<file path="src/rtl/ecm_pkg.sv">
package ecm_pkg;
  typedef enum logic [1:0] {
    RATIO_X32  = 2'b00,
    RATIO_X64  = 2'b01,
    RATIO_X128 = 2'b10,
    RATIO_X256 = 2'b11
  } ratio_e;

  localparam int BASE_SHIFT = 5;

  function automatic logic [4:0] shift_of(ratio_e r);
    return 5'(BASE_SHIFT) + {3'b000, r};
  endfunction
endpackage

</file>
<file path="src/rtl/ecm_edge_sync.sv">
module ecm_edge_sync #(
  parameter int STAGES = 2
) (
  input  logic clk,
  input  logic rst,
  input  logic din,
  output logic rise_stb
);
  logic [STAGES-1:0] sync_q;
  logic              prev_q;

  genvar gi;
  generate
    for (gi = 0; gi < STAGES; gi++) begin : g_stage
      if (gi == 0) begin : g_first
        always_ff @(posedge clk) begin
          if (rst) sync_q[0] <= 1'b0;
          else     sync_q[0] <= din;
        end
      end else begin : g_next
        always_ff @(posedge clk) begin
          if (rst) sync_q[gi] <= 1'b0;
          else     sync_q[gi] <= sync_q[gi-1];
        end
      end
    end
  endgenerate

  always_ff @(posedge clk) begin
    if (rst) prev_q <= 1'b0;
    else     prev_q <= sync_q[STAGES-1];
  end

  assign rise_stb = sync_q[STAGES-1] & ~prev_q;

  // a strobe never lasts two cycles
  a_r1_single_strobe: assert property (@(posedge clk) disable iff (rst)
    rise_stb |=> !rise_stb);
endmodule

</file>
<file path="src/rtl/ecm_interval_meter.sv">
module ecm_interval_meter #(
  parameter int W = 16
) (
  input  logic         clk,
  input  logic         rst,
  input  logic         stb,
  output logic [W-1:0] live_cnt,
  output logic [W-1:0] interval_q
);
  localparam logic [W-1:0] CNT_MAX = {W{1'b1}};

  logic [W-1:0] cnt_q;

  always_ff @(posedge clk) begin
    if (rst) begin
      cnt_q      <= '0;
      interval_q <= '0;
    end else if (stb) begin
      interval_q <= cnt_q;
      cnt_q      <= W'(1);
    end else if (cnt_q != CNT_MAX) begin
      cnt_q <= cnt_q + W'(1);
    end
  end

  assign live_cnt = cnt_q;

  // a saturated count stays saturated until the next capture
  a_r2_saturate: assert property (@(posedge clk) disable iff (rst)
    (cnt_q == CNT_MAX && !stb) |=> cnt_q == CNT_MAX);

  // the reported interval only moves on a capture
  a_r2_interval_stable: assert property (@(posedge clk) disable iff (rst)
    !stb |=> $stable(interval_q));
endmodule

</file>
<file path="src/rtl/ecm_reload_gen.sv">
module ecm_reload_gen
  import ecm_pkg::*;
#(
  parameter int W = 16
) (
  input  logic         clk,
  input  logic         rst,
  input  logic         enable,
  input  logic         load,
  input  ratio_e       ratio,
  input  logic [W-1:0] meas,
  output logic         pulse_q,
  output logic [W-1:0] reload_q
);
  localparam logic [W-1:0] ONE = W'(1);

  logic [W-1:0] shifted;
  logic [W-1:0] scaled;
  logic [W-1:0] dcnt_q;

  always_comb begin
    shifted = meas >> shift_of(ratio);
    scaled  = (shifted == '0) ? ONE : shifted;
  end

  always_ff @(posedge clk) begin
    if (rst) begin
      reload_q <= '0;
      dcnt_q   <= '0;
      pulse_q  <= 1'b0;
    end else if (load) begin
      reload_q <= scaled;
      dcnt_q   <= scaled;
      pulse_q  <= 1'b0;
    end else if (enable && dcnt_q != '0) begin
      if (dcnt_q == ONE) begin
        dcnt_q  <= reload_q;
        pulse_q <= 1'b1;
      end else begin
        dcnt_q  <= dcnt_q - ONE;
        pulse_q <= 1'b0;
      end
    end else begin
      pulse_q <= 1'b0;
    end
  end

  // a freshly loaded reload value is never zero
  a_r4_nonzero_reload: assert property (@(posedge clk) disable iff (rst)
    load |=> reload_q != '0);

  // a pulse coincides with the counter restarting from the buffer
  a_r6_pulse_reloads: assert property (@(posedge clk) disable iff (rst)
    pulse_q |-> dcnt_q == reload_q);

  // the capture edge never yields a pulse
  a_r7_capture_priority: assert property (@(posedge clk) disable iff (rst)
    load |=> !pulse_q);

  // frozen counter holds and stays silent
  a_r8_hold_count: assert property (@(posedge clk) disable iff (rst)
    (!enable && !load) |=> $stable(dcnt_q));
  a_r8_no_pulse: assert property (@(posedge clk) disable iff (rst)
    !enable |=> !pulse_q);
endmodule

</file>
<file path="src/rtl/edge_clk_mult.sv">
module edge_clk_mult
  import ecm_pkg::*;
#(
  parameter int W           = 16,
  parameter int SYNC_STAGES = 2
) (
  input  logic         clk,
  input  logic         rst,
  input  logic         ext_in,
  input  logic [1:0]   ratio_sel,
  input  logic         enable,
  output logic         mult_pulse,
  output logic [W-1:0] interval_q,
  output logic [W-1:0] reload_q
);
  logic         rise_stb;
  logic [W-1:0] live_cnt;

  ecm_edge_sync #(.STAGES(SYNC_STAGES)) u_sync (
    .clk      (clk),
    .rst      (rst),
    .din      (ext_in),
    .rise_stb (rise_stb)
  );

  ecm_interval_meter #(.W(W)) u_meter (
    .clk        (clk),
    .rst        (rst),
    .stb        (rise_stb),
    .live_cnt   (live_cnt),
    .interval_q (interval_q)
  );

  ecm_reload_gen #(.W(W)) u_reload (
    .clk      (clk),
    .rst      (rst),
    .enable   (enable),
    .load     (rise_stb),
    .ratio    (ratio_e'(ratio_sel)),
    .meas     (live_cnt),
    .pulse_q  (mult_pulse),
    .reload_q (reload_q)
  );

  // nothing is emitted in the cycle after reset
  a_r9_reset_quiet: assert property (@(posedge clk)
    rst |=> (!mult_pulse && reload_q == '0));
endmodule

</file>
<file path="config.mk">
export PLATFORM = sky130hd
export DESIGN_NAME = edge_clk_mult
export DESIGN_NICKNAME = d
export VERILOG_FILES = /design/src/rtl/ecm_pkg.sv /design/src/rtl/ecm_edge_sync.sv /design/src/rtl/ecm_interval_meter.sv /design/src/rtl/ecm_reload_gen.sv /design/src/rtl/edge_clk_mult.sv
export SDC_FILE = /design/constraint.sdc
export NUM_CORES = 1
export LEC_CHECK = 0
export BUFFER_PORTS_ARGS = -buffer_cell sky130_fd_sc_hd__buf_2
export CORE_MARGIN = 1
export CORE_UTILIZATION = 52
export DETAILED_ROUTE_END_ITERATION = 10
export GPL_TIMING_DRIVEN = 0
export PLACE_DENSITY = 0.75
export SYNTH_ARGS = -nofsm -noshare
export SYNTH_HDL_FRONTEND = slang
export SYNTH_SLANG_ARGS = --single-unit
</file>
<file path="constraint.sdc">
create_clock -name clk -period 2.3 [get_ports clk]
set_clock_uncertainty 0.2 [all_clocks]
set_input_delay 0.345 -clock clk [delete_from_list [all_inputs] [get_ports clk]]
set_output_delay 0.345 -clock clk [all_outputs]
set_load 0.05 [all_outputs]
</file>
==> run summary, run 1 <==
status - finished, violations left
failing checks - negative setup slack
Synth area leader - dfxtp_1
placer congestion estimate - 0.893
nets@finish - 469
Async SR Flop Fraction - 0%
ant diodes - 0
PortBufs - 31
Layout Area Growth over Synthesis - 21.9%
Slew headroom - 48.9%
Ys Warns - 0
mapped cell area - 3270 um^2
Die ar. - 6610 um^2
crit path capture type - register
CP arrival - 2.43 ns
largest family of logic cells by synthesized area - simple AND/OR/NAND/NOR gates
drt wl/cell - 16.2 um
RSZ-0062 raised after global routing - yes
actual slew at the worst max-slew pin - 0.760 ns
fill count - 490
distinct cell type count after synthesis - 66
Placed Cells - 511
clock sink count - 63
multiplexer share of the synthesized area - 5.43%
Setup violations, final - 10
R2R setup slack - -0.07 ns
Final WS setup - -0.0672 ns
row count - 28
xor and xnor area share after synthesis - 2.95%
Clk Latency, worst-skew pair - 0.35 ns
setup_tns - -0.471 ns
Die W - 81.3 um
clk root buf - clkbuf_8
first-pass GRT wire length - 13.7 mm
DRT iter0 DRCs - 241
area occupied by multi-input gates - 1940 um^2
via count - 3210
FF+latch area - 1270 um^2
post-layout instance area - 3990 um^2
Gate Count Post-Synth - 401
IO Pins - 39
chip height - 81.3 um
Post-synth EDFFs - 0
crit-path max cell delay - 0.63 ns
residual DRC count - 0
Lkg Pwr - 1.55 nW
Max Slew Vio Count - 0
H-tree depth - 3
Fmax - 422 MHz
Worst-path clk slew - 0.07 ns
Max FO, Critical Path - 8
Final min period - 2.37 ns
cts bufs inserted - 9
crit path kind - reg2reg
fin crit share - 103%
TritonRoute pass-1 iters - 5
fin cells - 540
Max rail drop VDD - 0.965 mV
largest net degree at the start of global routing - 12
simple-gate portion of the synthesized area - 24.7%
overall routed net length - 8.75 mm
HPWL Detailed - 5.82 mm
CTS tree - built
area of the core - 5990 um^2
Hold Vio Cnt, Final - 0
max_cap viols - 0
synth top area cells - dfxtp_1, nand2_1, a21oi_1
initial antenna violation count - 0
adder and majority gate portion of the synthesized area - 1.15%
PD cells - 1190 nW/um^2
Slowest cell on crit path - or4b_4
Seq/Total Area, Yosys - 38.6%
Starting Density - 54.6%
crit-path cells - or4_4, or4b_4, buf_6, a21o_1, a311oi_2
post-route ant nets - 0
Critical Path RT - 2.36 ns
Synth top area share - 38.6%
compound-gate portion of the synthesized area - 20.7%
Max clock buf depth - 2
HP Class - in2reg
vias in the first global route - 2867
grt ovf - 0
Yosys reg bits - 63
CP Launch Type - register
dpl cell area - 3550 um^2
share of post-route cells with drive strength above 1 - 25.8%
Vias/cell - 5.94
Avg Inst Size Synth - 8.15 um^2
hold slack - 0.00542 ns
Synth Flop Type - dfxtp_1
GRT Overall Usage - 27.7%
[Yosys cell counts, types with 3 or more instances]
cell type	number
ha_1	3
nor3_1	10
xor2_1	8
xnor2_1	3
buf_4	5
nand3_1	7
nand3b_1	3
inv_1	5
o2111ai_1	5
and3_1	4
mux2_2	4
clkbuf_1	26
nor4_1	5
nor2_1	33
mux2i_1	11
o211ai_1	5
a31oi_1	4
a21oi_1	40
o21ai_0	19
nor2b_1	4
nand2_1	64
nand2b_1	6
or3_1	5
buf_6	3
dfxtp_1	63
[per-layer routing]
layer	vias up	GRT usage [%]	share of wire (%)
li1	1542	-	-
met5	-	0	0
met1	1494	32.6	42
met2	146	47.0	48
met4	0	11.6	2.6
met3	28	7.30	7.3
[cell families (layout without fill, tap and decap cells)]
group	Yosys count	count (layout)
adders and majority gates	3	3
other	1	5
DFF	63	63
and+or+nand+nor	161	161
AOI/OAI and AO/OA	102	102
xor gates and xnor gates	11	11
muxes	16	16
buffers and inverters	44	104
[through the flow]
stage | power (mW) | utilization, % | setup WS (ns)
after floorplan | 2.75 | - | -0.0418
after global placement | 3.02 | 59.3 | -0.282
after detailed placement | 3.06 | 59.3 | -0.335
after CTS | 4.40 | 65.3 | -0.0521
after global routing | 4.95 | 66.5 | -0.116
final | 4.73 | 66.5 | -0.0672
[area by class of cell]
cell class | instances | share of cell area (%)
sequential | 63 | 31.9
multi-input combinational | 298 | 48.6
inverter | 6 | 0.565
timing repair buffer | 49 | 7.47
clock inverter | 6 | 1.54
buffer | 33 | 4.33
tap | 75 | 2.35
clock buffer | 10 | 3.20
[critical path, delay by kind of cell (launching register included)]
family	cells	cell delay, ns
buf+inv	1	0.17
flops	1	0.33
compound gates	2	0.38
simple gates	2	1.19
[report_power, final]
| part | internal, mW | leakage [nW] | switching (mW) | total, mW |
|---|---|---|---|---|
| Combinational | 1.13 | 0.936 | 1.28 | 2.41 |
| Clock | 0.496 | 0.0960 | 0.433 | 0.929 |
| Sequential | 1.23 | 0.514 | 0.166 | 1.40 |
| Total | 2.85 | 1.55 | 1.88 | 4.73 |
[placed cells by master, fill, tap and decap left out, types with 3 or more instances in the layout]
master	instances
o21ai_1	3
nor4_1	5
clkbuf_1	23
nor3_1	8
xor2_1	8
dfxtp_1	54
o2111ai_1	5
clkinv_2	3
nand2b_1	6
o21ai_2	3
a31oi_1	4
and3_1	4
a21oi_2	3
mux2_2	4
buf_2	31
conb_1	5
o21ai_0	13
nand3_1	5
or3_1	5
clkbuf_8	9
o211ai_1	5
dfxtp_2	9
nand2_1	62
inv_2	3
buf_6	6
nor2b_1	3
a21oi_1	36
nand3b_1	3
xnor2_1	3
buf_4	21
mux2i_1	11
inv_1	3
nor2_1	33
[worst paths after layout]
check / start / to / depth (start not counted)
setup / recovery: u_reload.dcnt_q[14]$_SDFFE_PP0P_ / u_reload.dcnt_q[6]$_SDFFE_PP0P_ / 5
hold / removal: ext_in / u_sync.sync_q[0]$_SDFF_PP0_ / 2
setup reg to reg: u_reload.dcnt_q[14]$_SDFFE_PP0P_ / u_reload.dcnt_q[6]$_SDFFE_PP0P_ / 5
hold reg to reg: u_sync.sync_q[0]$_SDFF_PP0_ / u_sync.sync_q[1]$_SDFF_PP0_ / 1
[registers in the layout, indices dropped and copies added, names as in the netlist]
register and count:
u_sync.sync_q 2, u_sync.prev_q 1, u_reload.pulse_q 1, u_meter.interval_q 16, u_meter.live_cnt 16, u_reload.reload_q 11, u_reload.dcnt_q 16
[what timing repair did]
item / 4_1_cts / 5_1_grt
buffers inserted: 15 / 2
endpoints found under the setup margin: 17 / 48
hold buffers: 0 / 0
pin swaps: 11 / 16
resized for setup: 20 / 24
gates cloned: 1 / 0
No activity file was read; power rests on OpenSTA's default activity.
==> run 2, diff against run 1 <==
--- a/config.mk
+++ b/config.mk
@@ -11,6 +11,7 @@
 export DETAILED_ROUTE_END_ITERATION = 10
 export GPL_TIMING_DRIVEN = 0
 export PLACE_DENSITY = 0.75
+export REMOVE_ABC_BUFFERS = 1
 export SYNTH_ARGS = -nofsm -noshare
 export SYNTH_HDL_FRONTEND = slang
 export SYNTH_SLANG_ARGS = --single-unit
==> run summary, run 2 (same netlist as run 1, synthesis figures left out) <==
status - finished, violations left
crit path kind - reg2reg
met1 WL - 3.67 mm
Die ar. - 6610 um^2
drt wl/cell - 16.4 um
Lkg Pwr - 1.52 nW
IO Pins - 39
WHS Endpoint - u_meter.interval_q[12]$_SDFFE_PP0P_
CTS tree - built
R2R setup slack - -0.07 ns
Final min period - 2.37 ns
first-pass GRT wire length - 13.5 mm
actual slew at the worst max-slew pin - 0.804 ns
Setup violations, final - 14
HPWL Detailed - 4.94 mm
via count - 3123
commonest non-fill, non-tap cells in the layout - nand2_1, dfxtp_1, a21oi_1
largest net degree at the start of global routing - 44
grt ovf - 0
Starting Density - 54.6%
Critical R2R Launch - u_reload.dcnt_q[5]$_SDFFE_PP0P_
max_cap viols - 0
Worst-path clk slew - 0.07 ns
Hold Vio Cnt, Final - 0
cts bufs inserted - 9
ant diodes - 0
fin crit share - 103%
Max rail drop VDD - 0.900 mV
crit path capture type - register
dpl ws - -0.661 ns
Total Power - 4.66 mW
crit-path max cell delay - 0.60 ns
dpl cell area - 3390 um^2
nets@finish - 449
fill count - 508
vias in the first global route - 2907
Die W - 81.3 um
RSZ-0062 raised after global routing - yes
met2 wire len - 4.16 mm
r2r endpoint - u_reload.dcnt_q[14]$_SDFFE_PP0P_
Final WS setup - -0.0676 ns
setup_tns - -0.502 ns
CP arrival - 2.40 ns
GRT Overall Usage - 26.9%
most common cell after layout, fill and taps aside - nand2_1
TritonRoute pass-1 iters - 5
PortBufs - 33
HP Class - reg2reg
H-tree depth - 3
Slowest cell on crit path - or4_4
residual DRC count - 0
post-layout instance area - 3930 um^2
Highest Signal Layer - met4
Layout Area Growth over Synthesis - 20.3%
Slew headroom - 46.4%
DRT iter0 DRCs - 271
Max clock buf depth - 2
failing checks - negative setup slack
clk root buf - clkbuf_8
area of the core - 5990 um^2
initial antenna violation count - 0
Clk Latency, worst-skew pair - 0.35 ns
clock sink count - 63
placer congestion estimate - 0.899
delay-heaviest family, CP - simple AND/OR/NAND/NOR gates
PD cells - 1180 nW/um^2
r2r worst-path depth - 7
overall routed net length - 8.51 mm
Max FO, Critical Path - 7
chip height - 81.3 um
total length of routed met3 wires - 443 um
worst hold path startpoint - u_meter.interval_q[12]$_SDFFE_PP0P_
crit-path cells - or4_4, buf_6, o41ai_4, buf_4, nor2_4, a32oi_1, nor2_1
post-route ant nets - 0
Max Slew Vio Count - 0
Min-Delay Path Depth - 2
CP Launch Type - register
share of post-route cells with drive strength above 1 - 27.2%
Critical Path RT - 2.33 ns
Vias/cell - 6.01
Fmax - 422 MHz
CP Buf/Inv Count - 2
row count - 28
==> run 2: stage by stage <==
stage,cells,utilization [%],hold slack (ns)
after floorplan,367,-,0.213
after global placement,475,56.0,0.216
after global routing,520,65.7,0.273
final,520,65.7,0.252
after CTS,515,63.8,0.254
after detailed placement,476,56.5,0.228
==> run 2: tightest hold or removal path: cells and delay by family, from the launching register on <==
family	cells	cell delay (ns)
flip-flops	1	0.31
AND/OR/NAND/NOR	1	0.05
AO/OA/AOI/OAI	1	0.05
==> run 2: area by class of cell <==
cell class	instances	area, um^2	share of cell area, %
Tap cell	75	93.8	2.39
Clock buffer	10	128	3.24
Sequential cell	63	1270	32.3
Multi-Input combinational cell	299	1940	49.4
Timing Repair Buffer	61	428	10.9
Inverter	6	22.5	0.573
Clock inverter	6	47.5	1.21
==> run 2: power breakdown <==
group | internal (mW) | switching, mW
Sequential | 1.23 | 0.164
Clock | 0.393 | 0.456
Combinational | 1.14 | 1.28
Total | 2.76 | 1.90
==> run 2: worst max-delay path by stage <==
stage,end,depth (start not counted),startpoint
after floorplan,u_reload.dcnt_q[0]$_SDFFE_PP0P_,4,u_reload.dcnt_q[4]$_SDFFE_PP0P_
after global placement,u_reload.dcnt_q[10]$_SDFFE_PP0P_,5,u_sync.sync_q[1]$_SDFF_PP0_
after detailed placement,u_reload.dcnt_q[8]$_SDFFE_PP0P_,3,u_sync.prev_q$_SDFF_PP0_
after CTS,u_reload.dcnt_q[7]$_SDFFE_PP0P_,6,u_reload.dcnt_q[5]$_SDFFE_PP0P_
after global routing,u_reload.dcnt_q[5]$_SDFFE_PP0P_,5,u_reload.dcnt_q[5]$_SDFFE_PP0P_
final,u_reload.dcnt_q[14]$_SDFFE_PP0P_,7,u_reload.dcnt_q[5]$_SDFFE_PP0P_
==> run 2: what timing repair did <==
action / CTS / global route
buffers inserted: 21 / 5
setup endpoints to repair: 32 / 17
pin swaps: 12 / 14
resized for setup: 28 / 25
hold buffers: 1 / 0
hold endpoints to repair: 1 / 0
cloned: 1 / 0
==> run 2: metal layers <==
layer / vias to the layer above / GRT usage (%)
li1: 1501 / -
met1: 1485 / 30.7
met2: 111 / 46.8
met3: 26 / 6.52
met4: 0 / 12.9
met5: - / 0
==> run 3, diff against run 2 <==
--- a/config.mk
+++ b/config.mk
@@ -11,6 +11,7 @@
 export DETAILED_ROUTE_END_ITERATION = 10
 export GPL_TIMING_DRIVEN = 0
 export PLACE_DENSITY = 0.75
+export RECOVER_POWER = 50
 export REMOVE_ABC_BUFFERS = 1
 export SYNTH_ARGS = -nofsm -noshare
 export SYNTH_HDL_FRONTEND = slang
==> run summary, run 3 (same netlist as run 1, synthesis figures left out) <==
fill count - 525
clk root buf - clkbuf_8
actual slew at the worst max-slew pin - 0.785 ns
Final WS setup - -0.0684 ns
chip height - 81.3 um
CTS tree - built
area of the core - 5990 um^2
IO Pins - 39
r2r endpoint - u_reload.dcnt_q[5]$_SDFFE_PP0P_
met2 wire len - 4.21 mm
status - finished, violations left
Worst-path clk slew - 0.07 ns
setup_tns - -0.471 ns
fin crit share - 103%
CP endpoint - u_reload.dcnt_q[5]$_SDFFE_PP0P_
post-route ant nets - 0
placer congestion estimate - 0.899
CP startpoint - u_reload.dcnt_q[5]$_SDFFE_PP0P_
HP Class - reg2reg
H-tree depth - 3
cts bufs inserted - 9
overall routed net length - 8.49 mm
largest net degree at the start of global routing - 44
ant diodes - 0
residual DRC count - 0
first-pass GRT wire length - 13.5 mm
DRT iter0 DRCs - 257
crit path capture type - register
Die ar. - 6610 um^2
nets@finish - 449
RSZ-0062 raised after global routing - yes
PortBufs - 33
GRT Overall Usage - 26.9%
Setup violations, final - 13
Highest Signal Layer - met4
Min-Delay Path Depth - 2
failing checks - negative setup slack
commonest non-fill, non-tap cells in the layout - nand2_1, dfxtp_1, a21oi_1
Final min period - 2.37 ns
crit path kind - reg2reg
Critical R2R Launch - u_reload.dcnt_q[5]$_SDFFE_PP0P_
Die W - 81.3 um
Clk Latency, worst-skew pair - 0.35 ns
TritonRoute pass-1 iters - 5
clock sink count - 63
Lkg Pwr - 1.39 nW
HPWL Detailed - 4.94 mm
Layout Area Growth over Synthesis - 19.2%
Critical Path RT - 2.30 ns
row count - 28
CP arrival - 2.37 ns
Vias/cell - 5.98
via count - 3110
drt wl/cell - 16.3 um
CP Launch Type - register
Max FO, Critical Path - 8
max_cap viols - 0
r2r worst-path depth - 5
Starting Density - 54.6%
hold slack - 0.255 ns
Max rail drop VDD - 0.900 mV
Max Slew Vio Count - 0
met1 WL - 3.67 mm
grt ovf - 0
Hold Vio Cnt, Final - 0
most common cell after layout, fill and taps aside - nand2_1
vias in the first global route - 2907
Fmax - 422 MHz
share of post-route cells with drive strength above 1 - 20.9%
PD cells - 1190 nW/um^2
R2R setup slack - -0.07 ns
Max clock buf depth - 2
initial antenna violation count - 0
Slew headroom - 47.7%
total length of routed met3 wires - 387 um
-- run 3: repair_timing --
| item | in CTS | in global routing |
|---|---|---|
| hold buffers | 1 | 0 |
| cloned | 1 | 0 |
| pin swaps | 12 | 14 |
| endpoints found under the setup margin | 32 | 17 |
| endpoints found under the hold margin | 1 | 0 |
| resized for setup | 28 | 25 |
| buffers inserted | 21 | 5 |
-- run 3: area by class of cell --
class                           count  area, um^2  area share, %
Clock inverter                      6        47.5           1.22
Sequential cell                    63        1270           32.6
Inverter                            6        22.5          0.578
Multi-Input combinational cell    299        1940           49.9
Tap cell                           75        93.8           2.41
Clock buffer                       10         128           3.27
Timing Repair Buffer               61         393           10.1
-- run 3: metal layers --
| metal | vias up | GRT usage (%) |
|---|---|---|
| li1 | 1504 | - |
| met1 | 1484 | 30.7 |
| met2 | 102 | 46.8 |
| met3 | 20 | 6.52 |
| met4 | 0 | 12.9 |
| met5 | - | 0 |
-- run 3: worst max-delay path, cell delays in order (launching register included) --
cell	delay (ns)
dfxtp_4	0.35
or4_4	0.60
or4b_4	0.66
o2bb2ai_1	0.19
a221o_1	0.17
a21oi_1	0.05
-- run 3: worst min path at each step --
| stage | start | to | slack [ns] |
|---|---|---|---|
| finish | u_meter.interval_q[12]$_SDFFE_PP0P_ | u_meter.interval_q[12]$_SDFFE_PP0P_ | 0.25 |
| global route | u_sync.sync_q[0]$_SDFF_PP0_ | u_sync.sync_q[1]$_SDFF_PP0_ | 0.28 |
| CTS | u_meter.interval_q[12]$_SDFFE_PP0P_ | u_meter.interval_q[12]$_SDFFE_PP0P_ | 0.25 |
| detailed placement | u_sync.sync_q[0]$_SDFF_PP0_ | u_sync.sync_q[1]$_SDFF_PP0_ | 0.23 |
| global placement | u_sync.sync_q[0]$_SDFF_PP0_ | u_sync.sync_q[1]$_SDFF_PP0_ | 0.22 |
| floorplan | rst | u_reload.dcnt_q[3]$_SDFFE_PP0P_ | 0.21 |
-- run 3: per-stage QoR --
step / setup slack (ns) / total power [mW] / area (um^2) / util, % / std cells
2_1_floorplan: -0.175 / 2.55 / 3100 / - / 367
3_3_place_gp: -0.909 / 2.82 / 3360 / 56.0 / 475
3_5_place_dp: -0.661 / 2.87 / 3390 / 56.5 / 476
4_1_cts: 0.0105 / 4.26 / 3820 / 63.8 / 515
5_1_grt: -0.137 / 4.90 / 3900 / 65.1 / 520
6_report: -0.0684 / 4.66 / 3900 / 65.1 / 520
-- run 3: power breakdown --
| part | total, mW | internal [mW] | switching [mW] | leakage, nW |
|---|---|---|---|---|
| clock | 0.851 | 0.393 | 0.458 | 0.0747 |
| sequential | 1.39 | 1.23 | 0.163 | 0.513 |
| combinational | 2.42 | 1.14 | 1.28 | 0.807 |
| total | 4.66 | 2.76 | 1.90 | 1.39 |
